**src/rtl/vintc_pkg.sv**
```systemverilog
package vintc_pkg;
    localparam int VEC_W     = 16;
    localparam int STAT_W    = 8;
    localparam int NUM_SRC   = 5;
    localparam int NUM_MASK  = 3;

    typedef enum logic [1:0] {
        ST_IDLE  = 2'd0,
        ST_WAIT  = 2'd1,
        ST_GRANT = 2'd2
    } vintc_state_t;

    // Order of the enum is the priority order after NONE
    typedef enum logic [2:0] {
        SRC_NONE = 3'd0,
        SRC_TRAP = 3'd1,
        SRC_R75  = 3'd2,
        SRC_R65  = 3'd3,
        SRC_R55  = 3'd4,
        SRC_INTR = 3'd5
    } vintc_src_t;
endpackage

```
**src/rtl/vintc_edge_latch.sv**
```systemverilog
module vintc_edge_latch (
    input  logic clk,
    input  logic rst_n,
    input  logic sig_in,
    input  logic clr,
    output logic q
);
    logic prev;

    always_ff @(posedge clk) begin
        if (!rst_n) begin
            prev <= 1'b0;
            q    <= 1'b0;
        end else begin
            prev <= sig_in;
            // a fresh edge outweighs a clear in the same cycle
            q    <= (q & ~clr) | (sig_in & ~prev);
        end
    end
endmodule

```
**src/rtl/vintc_ctrl_regs.sv**
```systemverilog
module vintc_ctrl_regs #(
    parameter int NMASK = 3,
    parameter int DW    = 8
) (
    input  logic             clk,
    input  logic             rst_n,
    input  logic             wr,
    input  logic [DW-1:0]    data,
    input  logic             ei,
    input  logic             di,
    input  logic             accept,
    output logic [NMASK-1:0] mask,
    output logic             ie,
    output logic             sod,
    output logic             clr_r75
);
    localparam int MSE_BIT = NMASK;
    localparam int CLR_BIT = NMASK + 1;
    localparam int SOE_BIT = DW - 2;
    localparam int SOD_BIT = DW - 1;

    assign clr_r75 = wr & data[CLR_BIT];

    always_ff @(posedge clk) begin
        if (!rst_n) begin
            mask <= '1;
            ie   <= 1'b0;
            sod  <= 1'b0;
        end else begin
            if (wr && data[MSE_BIT]) mask <= data[NMASK-1:0];
            if (wr && data[SOE_BIT]) sod  <= data[SOD_BIT];
            ie <= (ie | ei) & ~di & ~accept;
        end
    end
endmodule

```
**src/rtl/vintc_arbiter.sv**
```systemverilog
module vintc_arbiter
    import vintc_pkg::*;
#(
    parameter int NSRC = 5
) (
    input  logic [NSRC-1:0] req,     // index 0 = highest priority
    output vintc_src_t      winner,
    output logic            any
);
    always_comb begin
        winner = SRC_NONE;
        for (int i = NSRC - 1; i >= 0; i--) begin
            if (req[i]) winner = vintc_src_t'(i + 1);
        end
        any = |req;
    end
endmodule

```
**src/rtl/vintc_top.sv**
```systemverilog
module vintc_top
    import vintc_pkg::*;
#(
    parameter logic [VEC_W-1:0] VEC_BASE = 16'h0024,
    parameter int               VEC_STEP = 8
) (
    input  logic              clk,
    input  logic              rst_n,
    input  logic              trap_in,
    input  logic              rst75_in,
    input  logic              rst65_in,
    input  logic              rst55_in,
    input  logic              intr_in,
    input  logic              ei_pulse,
    input  logic              di_pulse,
    input  logic              mask_wr,
    input  logic [STAT_W-1:0] mask_data,
    input  logic              sid_in,
    input  logic              core_take,
    output logic              irq_out,
    output logic [VEC_W-1:0]  vec_out,
    output logic              inta_out,
    output logic [STAT_W-1:0] status_out,
    output logic              sod_out
);
    localparam logic [VEC_W-1:0] V55 = VEC_BASE + VEC_W'(VEC_STEP);
    localparam logic [VEC_W-1:0] V65 = VEC_BASE + VEC_W'(2 * VEC_STEP);
    localparam logic [VEC_W-1:0] V75 = VEC_BASE + VEC_W'(3 * VEC_STEP);

    vintc_state_t         state, nxt;
    vintc_src_t           winner, grant_src;
    logic                 any, accept;
    logic                 trap_lat, p75, ie, sod, clr_wr75;
    logic [NUM_MASK-1:0]  mask;
    logic [NUM_SRC-1:0]   req;

    assign accept = (state == ST_WAIT) & any & core_take;

    vintc_edge_latch u_trap (
        .clk(clk), .rst_n(rst_n), .sig_in(trap_in),
        .clr(accept & (winner == SRC_TRAP)), .q(trap_lat)
    );

    vintc_edge_latch u_r75 (
        .clk(clk), .rst_n(rst_n), .sig_in(rst75_in),
        .clr(clr_wr75 | (accept & (winner == SRC_R75))), .q(p75)
    );

    vintc_ctrl_regs #(.NMASK(NUM_MASK), .DW(STAT_W)) u_regs (
        .clk(clk), .rst_n(rst_n), .wr(mask_wr), .data(mask_data),
        .ei(ei_pulse), .di(di_pulse), .accept(accept),
        .mask(mask), .ie(ie), .sod(sod), .clr_r75(clr_wr75)
    );

    assign req = {ie & intr_in,
                  ie & ~mask[0] & rst55_in,
                  ie & ~mask[1] & rst65_in,
                  ie & ~mask[2] & p75,
                  trap_lat};

    vintc_arbiter #(.NSRC(NUM_SRC)) u_arb (
        .req(req), .winner(winner), .any(any)
    );

    // state register
    always_ff @(posedge clk) begin
        if (!rst_n) begin
            state     <= ST_IDLE;
            grant_src <= SRC_NONE;
        end else begin
            state <= nxt;
            if (accept) grant_src <= winner;
        end
    end

    always_comb begin
        nxt = state;
        unique case (state)
            ST_IDLE:  nxt = any ? ST_WAIT : ST_IDLE;
            ST_WAIT:  nxt = !any ? ST_IDLE : (core_take ? ST_GRANT : ST_WAIT);
            ST_GRANT: nxt = ST_IDLE;
            default:  nxt = ST_IDLE;
        endcase
    end

    // outputs
    always_comb begin
        irq_out  = 1'b0;
        vec_out  = '0;
        inta_out = 1'b0;
        unique case (state)
            ST_WAIT: begin
                irq_out = 1'b1;
                case (winner)
                    SRC_TRAP: vec_out = VEC_BASE;
                    SRC_R75:  vec_out = V75;
                    SRC_R65:  vec_out = V65;
                    SRC_R55:  vec_out = V55;
                    default:  vec_out = '0;
                endcase
            end
            ST_GRANT: inta_out = (grant_src == SRC_INTR);
            default: ;
        endcase
    end

    assign status_out = {sid_in, p75, rst65_in, rst55_in, ie, mask};
    assign sod_out    = sod;
endmodule

```
**config.mk**
```make
export PLATFORM = sky130hd
export DESIGN_NAME = vintc_top
export DESIGN_NICKNAME = d
export VERILOG_FILES = /design/src/rtl/vintc_pkg.sv /design/src/rtl/vintc_edge_latch.sv /design/src/rtl/vintc_ctrl_regs.sv /design/src/rtl/vintc_arbiter.sv /design/src/rtl/vintc_top.sv
export SDC_FILE = /design/constraint.sdc
export NUM_CORES = 1
export LEC_CHECK = 0
export ABC_AREA = 1
export BUFFER_PORTS_ARGS = -buffer_cell sky130_fd_sc_hd__buf_2
export CAP_MARGIN = 0
export CORE_ASPECT_RATIO = 0.9
export CORE_MARGIN = 8
export CORE_UTILIZATION = 25
export DETAILED_ROUTE_END_ITERATION = 10
export PLACE_DENSITY = 0.56
export SETUP_SLACK_MARGIN = 0.3
export SLEW_MARGIN = 20
export SYNTH_ARGS = -nofsm -noshare
export SYNTH_HDL_FRONTEND = slang
export SYNTH_SLANG_ARGS = --single-unit
```
**constraint.sdc**
```tcl
create_clock -name clk -period 1.23 [get_ports clk]
set_input_delay 0.246 -clock clk [delete_from_list [all_inputs] [get_ports clk]]
set_output_delay 0.246 -clock clk [all_outputs]
set_load 0.01 [all_outputs]
```
==> results of run 1 <==
-- routing by layer --
metal	wire, um	part of all wire (%)	track usage, %
met5	0	0	0
met4	10	0.47	4.39
met3	172	8.0	2.17
met2	1100	51	13.4
met1	863	40	8.65
-- layout make-up --
class                           instances  area [um^2]  share of cell area, %
Sequential cell                        14          300                   23.9
Multi-Input combinational cell         80          462                   36.7
Timing Repair Buffer                   52          369                   29.3
Inverter                                9         38.8                   3.08
Clock buffer                            4         36.3                   2.88
Tap cell                               42         52.6                   4.17
-- placed cells by master (no fill, tap or decap), types with 2 or more instances in the layout --
cell	synthesis	layout
nand2_1	29	22
dfxtp_1	14	4
clkbuf_4	0	3
nor3_4	0	2
buf_6	0	11
dfxtp_2	0	7
buf_4	19	16
inv_1	9	6
conb_1	1	12
inv_4	0	2
nor2_4	0	3
nand2_2	1	5
nand2_4	1	4
a21oi_1	6	4
a21oi_2	1	3
nor2_1	11	8
dfxtp_4	0	3
nor2_2	4	4
o21ai_0	3	2
buf_2	0	25
nand3_1	7	6
-- worst reg2reg max path: cells and delay by family, from the launching register on --
kind                   cells  cell delay (ns)
and+or+nand+nor            6             0.45
buffers and inverters      3             0.37
AOI/OAI and AO/OA          1             0.12
DFF                        1             0.39
-- worst paths after layout --
check                                           start                   endpoint  cells after the start
worst max-delay path             u_regs.ie$_SDFF_PN0_                 vec_out[3]                      8
worst max register to register   u_regs.ie$_SDFF_PN0_  grant_src[2]$_SDFFE_PN0N_                     10
worst min register to register  u_r75.prev$_SDFF_PN0_         u_r75.q$_SDFF_PN0_                      1
worst min-delay path                         rst75_in      u_r75.prev$_SDFF_PN0_                      3
-- stage by stage --
| step | instance area (um^2) | power, mW | hold slack [ns] | setup TNS [ns] | setup slack (ns) |
|---|---|---|---|---|---|
| floorplan | 851 | 0.662 | 0.353 | -0.133 | -0.0883 |
| global placement | 1030 | 0.727 | 0.405 | -0.544 | -0.166 |
| detailed placement | 1030 | 0.729 | 0.412 | -0.744 | -0.180 |
| CTS | 1190 | 1.11 | 0.158 | -2.02 | -0.451 |
| global route | 1260 | 1.19 | 0.162 | -3.51 | -0.562 |
| finish | 1260 | 1.12 | 0.166 | -2.40 | -0.440 |
-- logic make-up (layout without fill, tap and decap cells) --
kind of cell    count (synthesis)  after routing
compound gates                 11             11
buf+inv                        28             65
flops                          14             14
other cells                     1             12
simple gates                   57             57
-- timing repair --
item / CTS / global route
hold buffers: 0 / 0
pin swaps: 5 / 3
resized for setup: 27 / 14
endpoints found under the setup margin: 20 / 20
setup buffers: 3 / 3
-- power by group --
part	total (mW)	internal (mW)	switching, mW
Sequential	0.510	0.478	0.0314
Clock	0.324	0.180	0.144
Combinational	0.290	0.146	0.143
Total	1.12	0.804	0.319
==> results.md, run 1 <==
* CTS Buf Count at 3
* Post-Synth Adder-Cell Area at 0%
* R2R Setup Slk at -0.17 ns
* Ys flop type: dfxtp_1
* # diodes at 0
* FFs w/ async S/R, synth at 0%
* Leak at 0.633 nW
* WP data arrival at 1.42 ns
* Largest family of logic cells by synthesized area: simple AND/OR/NAND/NOR gates
* Crit path max-delay family: simple AND/OR/NAND/NOR gates
* Largest registers: grant_src x3, u_regs.mask x3, state x2
* Longest Clk Path Bufs at 2
* Post-Synth Simple-Gate Area at 32.4%
* Vias in the first global route at 737
* Yosys Warn Count at 0
* Wire per inst at 10.7 um
* Tcrit/Tclk final at 136%
* # nets final at 180
* Skew final at 0.00161 ns
* Die area at 0.00512 mm^2
* Post-synth top area cell: dfxtp_1
* Maximum clock rate at 599 MHz
* Minimum clock period at 1.67 ns
* Clk sinks at 14
* Compound-gate portion of the synthesized area at 7.94%
* Violated checks: setup timing
* Count leader, synth: nand2_1
* Seq/Total Area, Yosys at 36.3%
* Initial Utilization at 25.8%
* Post-synth EDFFs at 0
* Io pins at 47
* Area grow syn2layout at 63.0%
* Placed Cells incl. Taps at 191
* Yosys cell types at 17
* Port buffer count at 31
* Root Driver: clkbuf_4
* Startpoint class of the critical path: flop
* CP dominant cell by count: nand2_1
* Status: complete, but fails checks
* Detailed placer's ending HPWL at 1.65 mm
* ANT nets after route at 0
* Min-Delay Path Class: in -> reg
* CP max-delay cell: dfxtp_4
* Worst Setup Path Type: reg -> out
* Total track usage at 7.82%
* Crit path buffers/inverters at 1
* CP Capture Type: output pin
* CP max stage delay at 0.41 ns
* Area share of the largest cell type after synthesis at 36.3%
* Clock transition at the registers of the reported paths at 0.08 ns
* Via count at 777
* CTS tree: built
* Final Worst Setup Slack at -0.440 ns
* Drt pass-1 iters at 4
* Fin util at 42.0%
* Std-Cell Rows at 19
* Final setup fails at 12
* Post-route DRC violation count at 0
* Peak VDD IR at 516 uV
* Pin count of the biggest net entering global routing at 11
* RSZ-0062 raised after global routing: yes
* Max FO, Critical Path at 7
* Area of the mapped netlist at 772 um^2
* Core Footprint at 0.00300 mm^2
* Initial antenna violation count at 0
* Crit-path cells: nand2_4 > nor2_4 > nor2_1 > a21oi_2 > nand2_1 > nand2_1 > nor2_2 > buf_2
* Synthesized flop and latch total at 14
* Post-synthesis mux area share at 0%
* Pwr/cell area at 892 mW/mm^2
* Die height at 68.7 um
* CP required at 0.98 ns
* GPL Wtd Cong at 0.778
* Initial DRC count at 9
* First-pass GRT wire length at 3.10 mm
* Congestion Overflow GR at 0
* Post-route insts no fill at 201
* Commonest cells in the netlist: 29 x nand2_1, 19 x buf_4, 14 x dfxtp_1
* Max-slew violation count at 0
* Ratio of cells with drive above 1 in the final layout at 57.9%
* Gate Count Post-Synth at 111
* H-tree depth at 1
* Synth Area per Inst at 6.95 um^2
* XOR/XNOR Fraction of Synth Area at 0%
* # fillers at 311
* Final wirelength at 2.15 mm
* Final Hold Viols at 0
* MaxCap Viol Count at 0
* Clock latency on the worst-skew pair at 0.27 ns
* Die W at 74.6 um
* Via/cell ratio at 3.87
* Synth top area cells: dfxtp_1 36%, buf_4 18%, nand2_1 14%
(Power assumes the default switching activity.)
==> run 2: changes to the inputs <==
- CELL_PAD_IN_SITES_DETAIL_PLACEMENT: not set -> 1
- CELL_PAD_IN_SITES_GLOBAL_PLACEMENT: not set -> 2
- CORE_UTILIZATION: 25 -> 18
- PLACE_DENSITY: 0.56 -> 0.75
==> run 2 against run 1 <==
Effect of this change:
- the flow still finishes with violations (setup timing)
- via count rose by 7.5%
- critical path depth did not move
- clock skew rose by 0.0045 ns
- global-route usage fell by 0.35 points
- routed wire length rose by 26%
- maximum frequency rose by 0.15%
- cell count rose by 3.0%
- combinational power rose by 1%
- clock power rose by 43%
- first-iteration DRC count rose by 140%
- die area rose by 30%
- largest power group unchanged
==> results.md, run 2 (synthesis gave the netlist of run 1 again) <==
* Peak VDD IR at 289 uV (was 516 uV)
* Final Cell Area at 0.00129 mm^2 (was 0.00126 mm^2)
* Maximum clock rate at 600 MHz (was 599 MHz)
* Die area at 0.00664 mm^2 (was 0.00512 mm^2)
* Wire per inst at 13.1 um (was 10.7 um)
* Pwr/cell area at 984 mW/mm^2 (was 892 mW/mm^2)
* Clk sinks at 14 (unchanged)
* Post-route total power at 1.27 mW (was 1.12 mW)
* Initial Utilization at 18.8% (was 25.8%)
* Leak at 0.638 nW (was 0.633 nW)
* MaxCap Viol Count at 0 (unchanged)
* Largest registers: grant_src x3, u_regs.mask x3, state x2 (unchanged)
* Setup_tns at -1.95 ns (was -2.40 ns)
* Congestion Overflow GR at 0 (unchanged)
* WP data arrival at 1.42 ns (about the same)
* Io pins at 47 (unchanged)
* Skew final at 0.00614 ns (was 0.00161 ns)
* Ratio of cells with drive above 1 in the final layout at 57.9% (unchanged)
* CTS tree: built (unchanged)
* # diodes at 0 (unchanged)
* Clock latency on the worst-skew pair at 0.25 ns (was 0.27 ns)
* Tcrit/Tclk final at 136% (about the same)
* Hold-fix buffers, CTS at 0 (unchanged)
* Status: complete, but fails checks (unchanged)
* Worst Setup Path Type: reg -> out (unchanged)
* Initial antenna violation count at 0 (unchanged)
* Min-Delay Path Class: in -> reg (unchanged)
* Post-place setup slack at -0.196 ns (was -0.180 ns)
* Placed cell areas at 0.00104 mm^2 (was 0.00103 mm^2)
* Minimum clock period at 1.67 ns (about the same)
* GPL Wtd Cong at 0.739 (was 0.778)
* Most frequent cells in the layout: 24 x buf_2, 23 x nand2_1, 16 x buf_4, 12 x conb_1, 12 x buf_6 (was 25 x buf_2, 22 x nand2_1, 16 x buf_4, 12 x conb_1, 11 x buf_6)
* Clock transition at the registers of the reported paths at 0.07 ns (was 0.08 ns)
* Final Hold Viols at 0 (unchanged)
* Port buffer count at 31 (unchanged)
* Die height at 78.1 um (was 68.7 um)
* Std-Cell Rows at 22 (was 19)
* Max-slew violation count at 0 (unchanged)
* Initial DRC count at 22 (was 9)
* Commonest non-fill, non-tap cell in the layout: buf_2 (unchanged)
* CTS Buf Count at 3 (unchanged)
* # nets final at 180 (unchanged)
* First-pass GRT wire length at 4.04 mm (was 3.10 mm)
* Longest Clk Path Bufs at 2 (unchanged)
* Max FO, Critical Path at 7 (unchanged)
* Via/cell ratio at 4.03 (was 3.87)
* Via count at 835 (was 777)
* Root Driver: clkbuf_8 (was clkbuf_4)
* H-tree depth at 1 (unchanged)
* Area grow syn2layout at 67.3% (was 63.0%)
* Fin util at 31.5% (was 42.0%)
* Die W at 85.0 um (was 74.6 um)
* Worst hold slack at 0.191 ns (was 0.166 ns)
* CP required at 0.98 ns (about the same)
* Startpoint class of the critical path: flop (unchanged)
* Violated checks: setup timing (unchanged)
* ANT nets after route at 0 (unchanged)
* Post-route DRC violation count at 0 (unchanged)
* RSZ-0062 raised after global routing: yes (unchanged)
* Drt pass-1 iters at 4 (unchanged)
* Final wirelength at 2.70 mm (was 2.15 mm)
* Placed Cells incl. Taps at 197 (was 191)
* Final setup fails at 10 (was 12)
* CP Capture Type: output pin (unchanged)
* Post-route insts no fill at 207 (was 201)
* Total track usage at 7.47% (was 7.82%)
* Final Worst Setup Slack at -0.438 ns (was -0.440 ns)
* Core Footprint at 0.00410 mm^2 (was 0.00300 mm^2)
* Detailed placer's ending HPWL at 1.94 mm (was 1.65 mm)
* Pin count of the biggest net entering global routing at 10 (was 11)
* Vias in the first global route at 902 (was 737)
## run 2: cell counts in the layout (fill, tap and decap cells not counted)
No cell type changed its count.
## run 2: path summary, 6_finish.rpt
| path | from | end | slack, ns | cells after the start |
|---|---|---|---|---|
| setup / recovery | u_regs.ie$_SDFF_PN0_ | vec_out[3] | -0.44 | 8 |
| hold / removal | rst75_in | u_r75.prev$_SDFF_PN0_ | 0.19 | 3 |
| setup reg to reg | u_regs.ie$_SDFF_PN0_ | grant_src[2]$_SDFFE_PN0N_ | -0.08 | 9 |
| hold reg to reg | u_r75.prev$_SDFF_PN0_ | u_r75.q$_SDFF_PN0_ | 0.40 | 1 |
## run 2: final cells by class
class | instances | area, um^2
Fill cell | 502 | 2810
Multi-Input combinational cell | 80 | 467
Timing Repair Buffer | 52 | 375
Sequential cell | 14 | 298
Tap cell | 48 | 60.1
Clock buffer | 4 | 55.1
Inverter | 9 | 36.3
## run 2: repair_timing
action,4_1_cts,5_1_grt
endpoints found under the setup margin,20,20
pin swaps,5,4
setup buffers,3,3
cloned,0,0
gates resized for setup,27,14
## run 2: critical path, stage by stage (launching register included)
cell	delay, ns
dfxtp_4	0.42
nand2_4	0.06
nor2_4	0.12
nor2_2	0.05
a21oi_2	0.21
nand2_1	0.07
nand2_1	0.08
nor2_2	0.03
buf_2	0.13
## run 2: report_power, final
part | switching, mW | internal [mW] | total [mW] | leakage (nW)
Clock | 0.179 | 0.284 | 0.463 | 0.0288
Combinational | 0.146 | 0.148 | 0.294 | 0.493
Sequential | 0.0353 | 0.479 | 0.514 | 0.117
## run 2: layer usage
| layer | part of all wire, % | track usage [%] | vias to the layer above |
|---|---|---|---|
| li1 | - | - | 415 |
| met1 | 39 | 7.56 | 395 |
| met2 | 54 | 13.7 | 21 |
| met3 | 5.8 | 2.08 | 4 |
| met4 | 1.5 | 3.91 | 0 |
| met5 | 0 | 0 | - |
==> run 3: changes to the inputs <==
- RECOVER_POWER: not set -> 50
==> run 3 against run 2 <==
Effect of this change:
- the flow still finishes with violations (setup timing)
- non-clock buffer count unchanged
- first-iteration DRC count did not move
- clock power is essentially flat
- final area down 0.58%
- routed wire length is 0.11% lower
- setup slack about the same
- register-to-register slack about the same
- clock skew about the same
- via count is the same
- maximum frequency barely moved
- clock-buffer cell count is the same
- critical path depth stayed put
- largest cell class unchanged
==> results.md, run 3 (synthesis gave the netlist of run 1 again) <==
* Status: complete, but fails checks (unchanged)
* Violated checks: setup timing (unchanged)
* Most frequent cells in the layout: 23 x nand2_1, 22 x buf_2, 15 x buf_4, 12 x conb_1, 12 x buf_6 (was 24 x buf_2, 23 x nand2_1, 16 x buf_4, 12 x conb_1, 12 x buf_6)
* Total track usage at 7.47% (unchanged)
* Drt pass-1 iters at 4 (unchanged)
* Worst Setup Path Type: reg -> out (unchanged)
* Largest registers: grant_src x3, u_regs.mask x3, state x2 (unchanged)
* Wire per inst at 13.0 um (was 13.1 um)
* CTS Buf Count at 3 (unchanged)
* Core Footprint at 0.00410 mm^2 (unchanged)
* Io pins at 47 (unchanged)
* Final Hold Viols at 0 (unchanged)
* Post-route DRC violation count at 0 (unchanged)
* Post-route insts no fill at 207 (unchanged)
* Worst hold slack at 0.191 ns (about the same)
* Area occupied by multi-input gates at 467 um^2 (unchanged)
* Startpoint class of the critical path: flop (unchanged)
* Max FO, Critical Path at 7 (unchanged)
* Minimum clock period at 1.67 ns (about the same)
* Initial Utilization at 18.8% (unchanged)
* Final Cell Area at 0.00128 mm^2 (was 0.00129 mm^2)
* Congestion Overflow GR at 0 (unchanged)
* CP max-delay cell: dfxtp_4 (unchanged)
* Die W at 85.0 um (unchanged)
* First-pass GRT wire length at 4.04 mm (unchanged)
* Final setup fails at 10 (unchanged)
* ANT nets after route at 0 (unchanged)
* Maximum clock rate at 600 MHz (about the same)
* Detailed placer's ending HPWL at 1.94 mm (unchanged)
* Longest Clk Path Bufs at 2 (unchanged)
* Leak at 0.629 nW (was 0.638 nW)
* Ratio of cells with drive above 1 in the final layout at 55.3% (was 57.9%)
* Final wirelength at 2.70 mm (about the same)
* Max-slew violation count at 0 (unchanged)
* Setup_tns at -1.96 ns (was -1.95 ns)
* Placed cell areas at 0.00104 mm^2 (unchanged)
* Std-Cell Rows at 22 (unchanged)
* Crit-path cells: nand2_4 > nor2_4 > nor2_2 > a21oi_2 > nand2_1 > nand2_1 > nor2_2 > buf_2 (unchanged)
* Vias in the first global route at 902 (unchanged)
* CP max stage delay at 0.42 ns (about the same)
* # fillers at 502 (unchanged)
* # nets final at 180 (unchanged)
* Hold-fix buffers, CTS at 0 (unchanged)
* Root Driver: clkbuf_8 (unchanged)
* Initial DRC count at 22 (unchanged)
* CTS tree: built (unchanged)
* Skew final at 0.00598 ns (was 0.00614 ns)
* Peak VDD IR at 289 uV (about the same)
* Tcrit/Tclk final at 136% (about the same)
* RSZ-0062 raised after global routing: yes (unchanged)
* Clock latency on the worst-skew pair at 0.25 ns (about the same)
* Pin count of the biggest net entering global routing at 10 (unchanged)
* Initial antenna violation count at 0 (unchanged)
* Via/cell ratio at 4.03 (unchanged)
* # diodes at 0 (unchanged)
* Die height at 78.1 um (unchanged)
* Die area at 0.00664 mm^2 (unchanged)
* CP Capture Type: output pin (unchanged)
* Area grow syn2layout at 66.3% (was 67.3%)
* Min-Delay Path Class: in -> reg (unchanged)
* Register area at 297 um^2 (was 298 um^2)
* Clock transition at the registers of the reported paths at 0.07 ns (about the same)
* Port buffer count at 31 (unchanged)
* Placed Cells incl. Taps at 197 (unchanged)
* Final Worst Setup Slack at -0.437 ns (was -0.438 ns)
* CP required at 0.98 ns (about the same)
* GPL Wtd Cong at 0.739 (unchanged)
* Commonest non-fill, non-tap cell in the layout: nand2_1 (was buf_2)
* H-tree depth at 1 (unchanged)
* Via count at 835 (unchanged)
* WP data arrival at 1.42 ns (about the same)
* MaxCap Viol Count at 0 (unchanged)
* Clk sinks at 14 (unchanged)
* Pwr/cell area at 988 mW/mm^2 (was 984 mW/mm^2)
run 3: cell types whose count changed in the layout (fill, tap and decap cells not counted):
cell | before | now
clkbuf_1 | 0 | 3
buf_4 | 16 | 15
buf_2 | 24 | 22
dfxtp_2 | 5 | 4
dfxtp_1 | 6 | 7
run 3: final timing paths:
| kind | from | endpoint | slack (ns) | depth (start not counted) |
|---|---|---|---|---|
| setup / recovery | u_regs.ie$_SDFF_PN0_ | vec_out[3] | -0.44 | 8 |
| setup reg to reg | u_regs.ie$_SDFF_PN0_ | grant_src[2]$_SDFFE_PN0N_ | -0.08 | 9 |
| hold / removal | rst75_in | u_r75.prev$_SDFF_PN0_ | 0.19 | 3 |
| hold reg to reg | u_r75.prev$_SDFF_PN0_ | u_r75.q$_SDFF_PN0_ | 0.40 | 1 |
run 3: critical path: cells and delay by family (launching register included):
family,cells,cell delay (ns)
flops,1,0.42
simple gates,6,0.41
compound gates,1,0.21
buf+inv,1,0.13
run 3: stage by stage:
stage / worst slack (ns) / total power [mW] / utilization [%]
after global routing: -0.558 / 1.34 / 31.3
after CTS: -0.429 / 1.26 / 29.7
final: -0.437 / 1.27 / 31.3
after floorplan: -0.0883 / 0.662 / -
after detailed placement: -0.196 / 0.738 / 25.3
after global placement: -0.154 / 0.732 / 25.3
run 3: layout make-up:
cell class	instances	area share, %
inverters	9	2.83
flip-flops and latches	14	23.1
repair buffers	52	28.8
multi-input cells	80	36.4
well taps	48	4.68
clock buffers	4	4.29
run 3: report_power, final:
part	leakage, nW	switching [mW]	internal (mW)
Combinational	0.483	0.146	0.146
Clock	0.0288	0.179	0.284
Sequential	0.117	0.0353	0.478
run 3: repair_timing:
| action | in CTS | in global routing |
|---|---|---|
| resized for setup | 27 | 14 |
| pin swaps | 5 | 4 |
| setup endpoints to repair | 20 | 20 |
| setup buffers | 3 | 3 |
run 3: metal layers:
layer,up-vias,part of all wire [%],track usage (%)
met2,21,54,13.7
met5,-,0,0
met4,0,1.5,3.91
met1,395,39,7.56
met3,4,5.8,2.08
li1,415,-,-
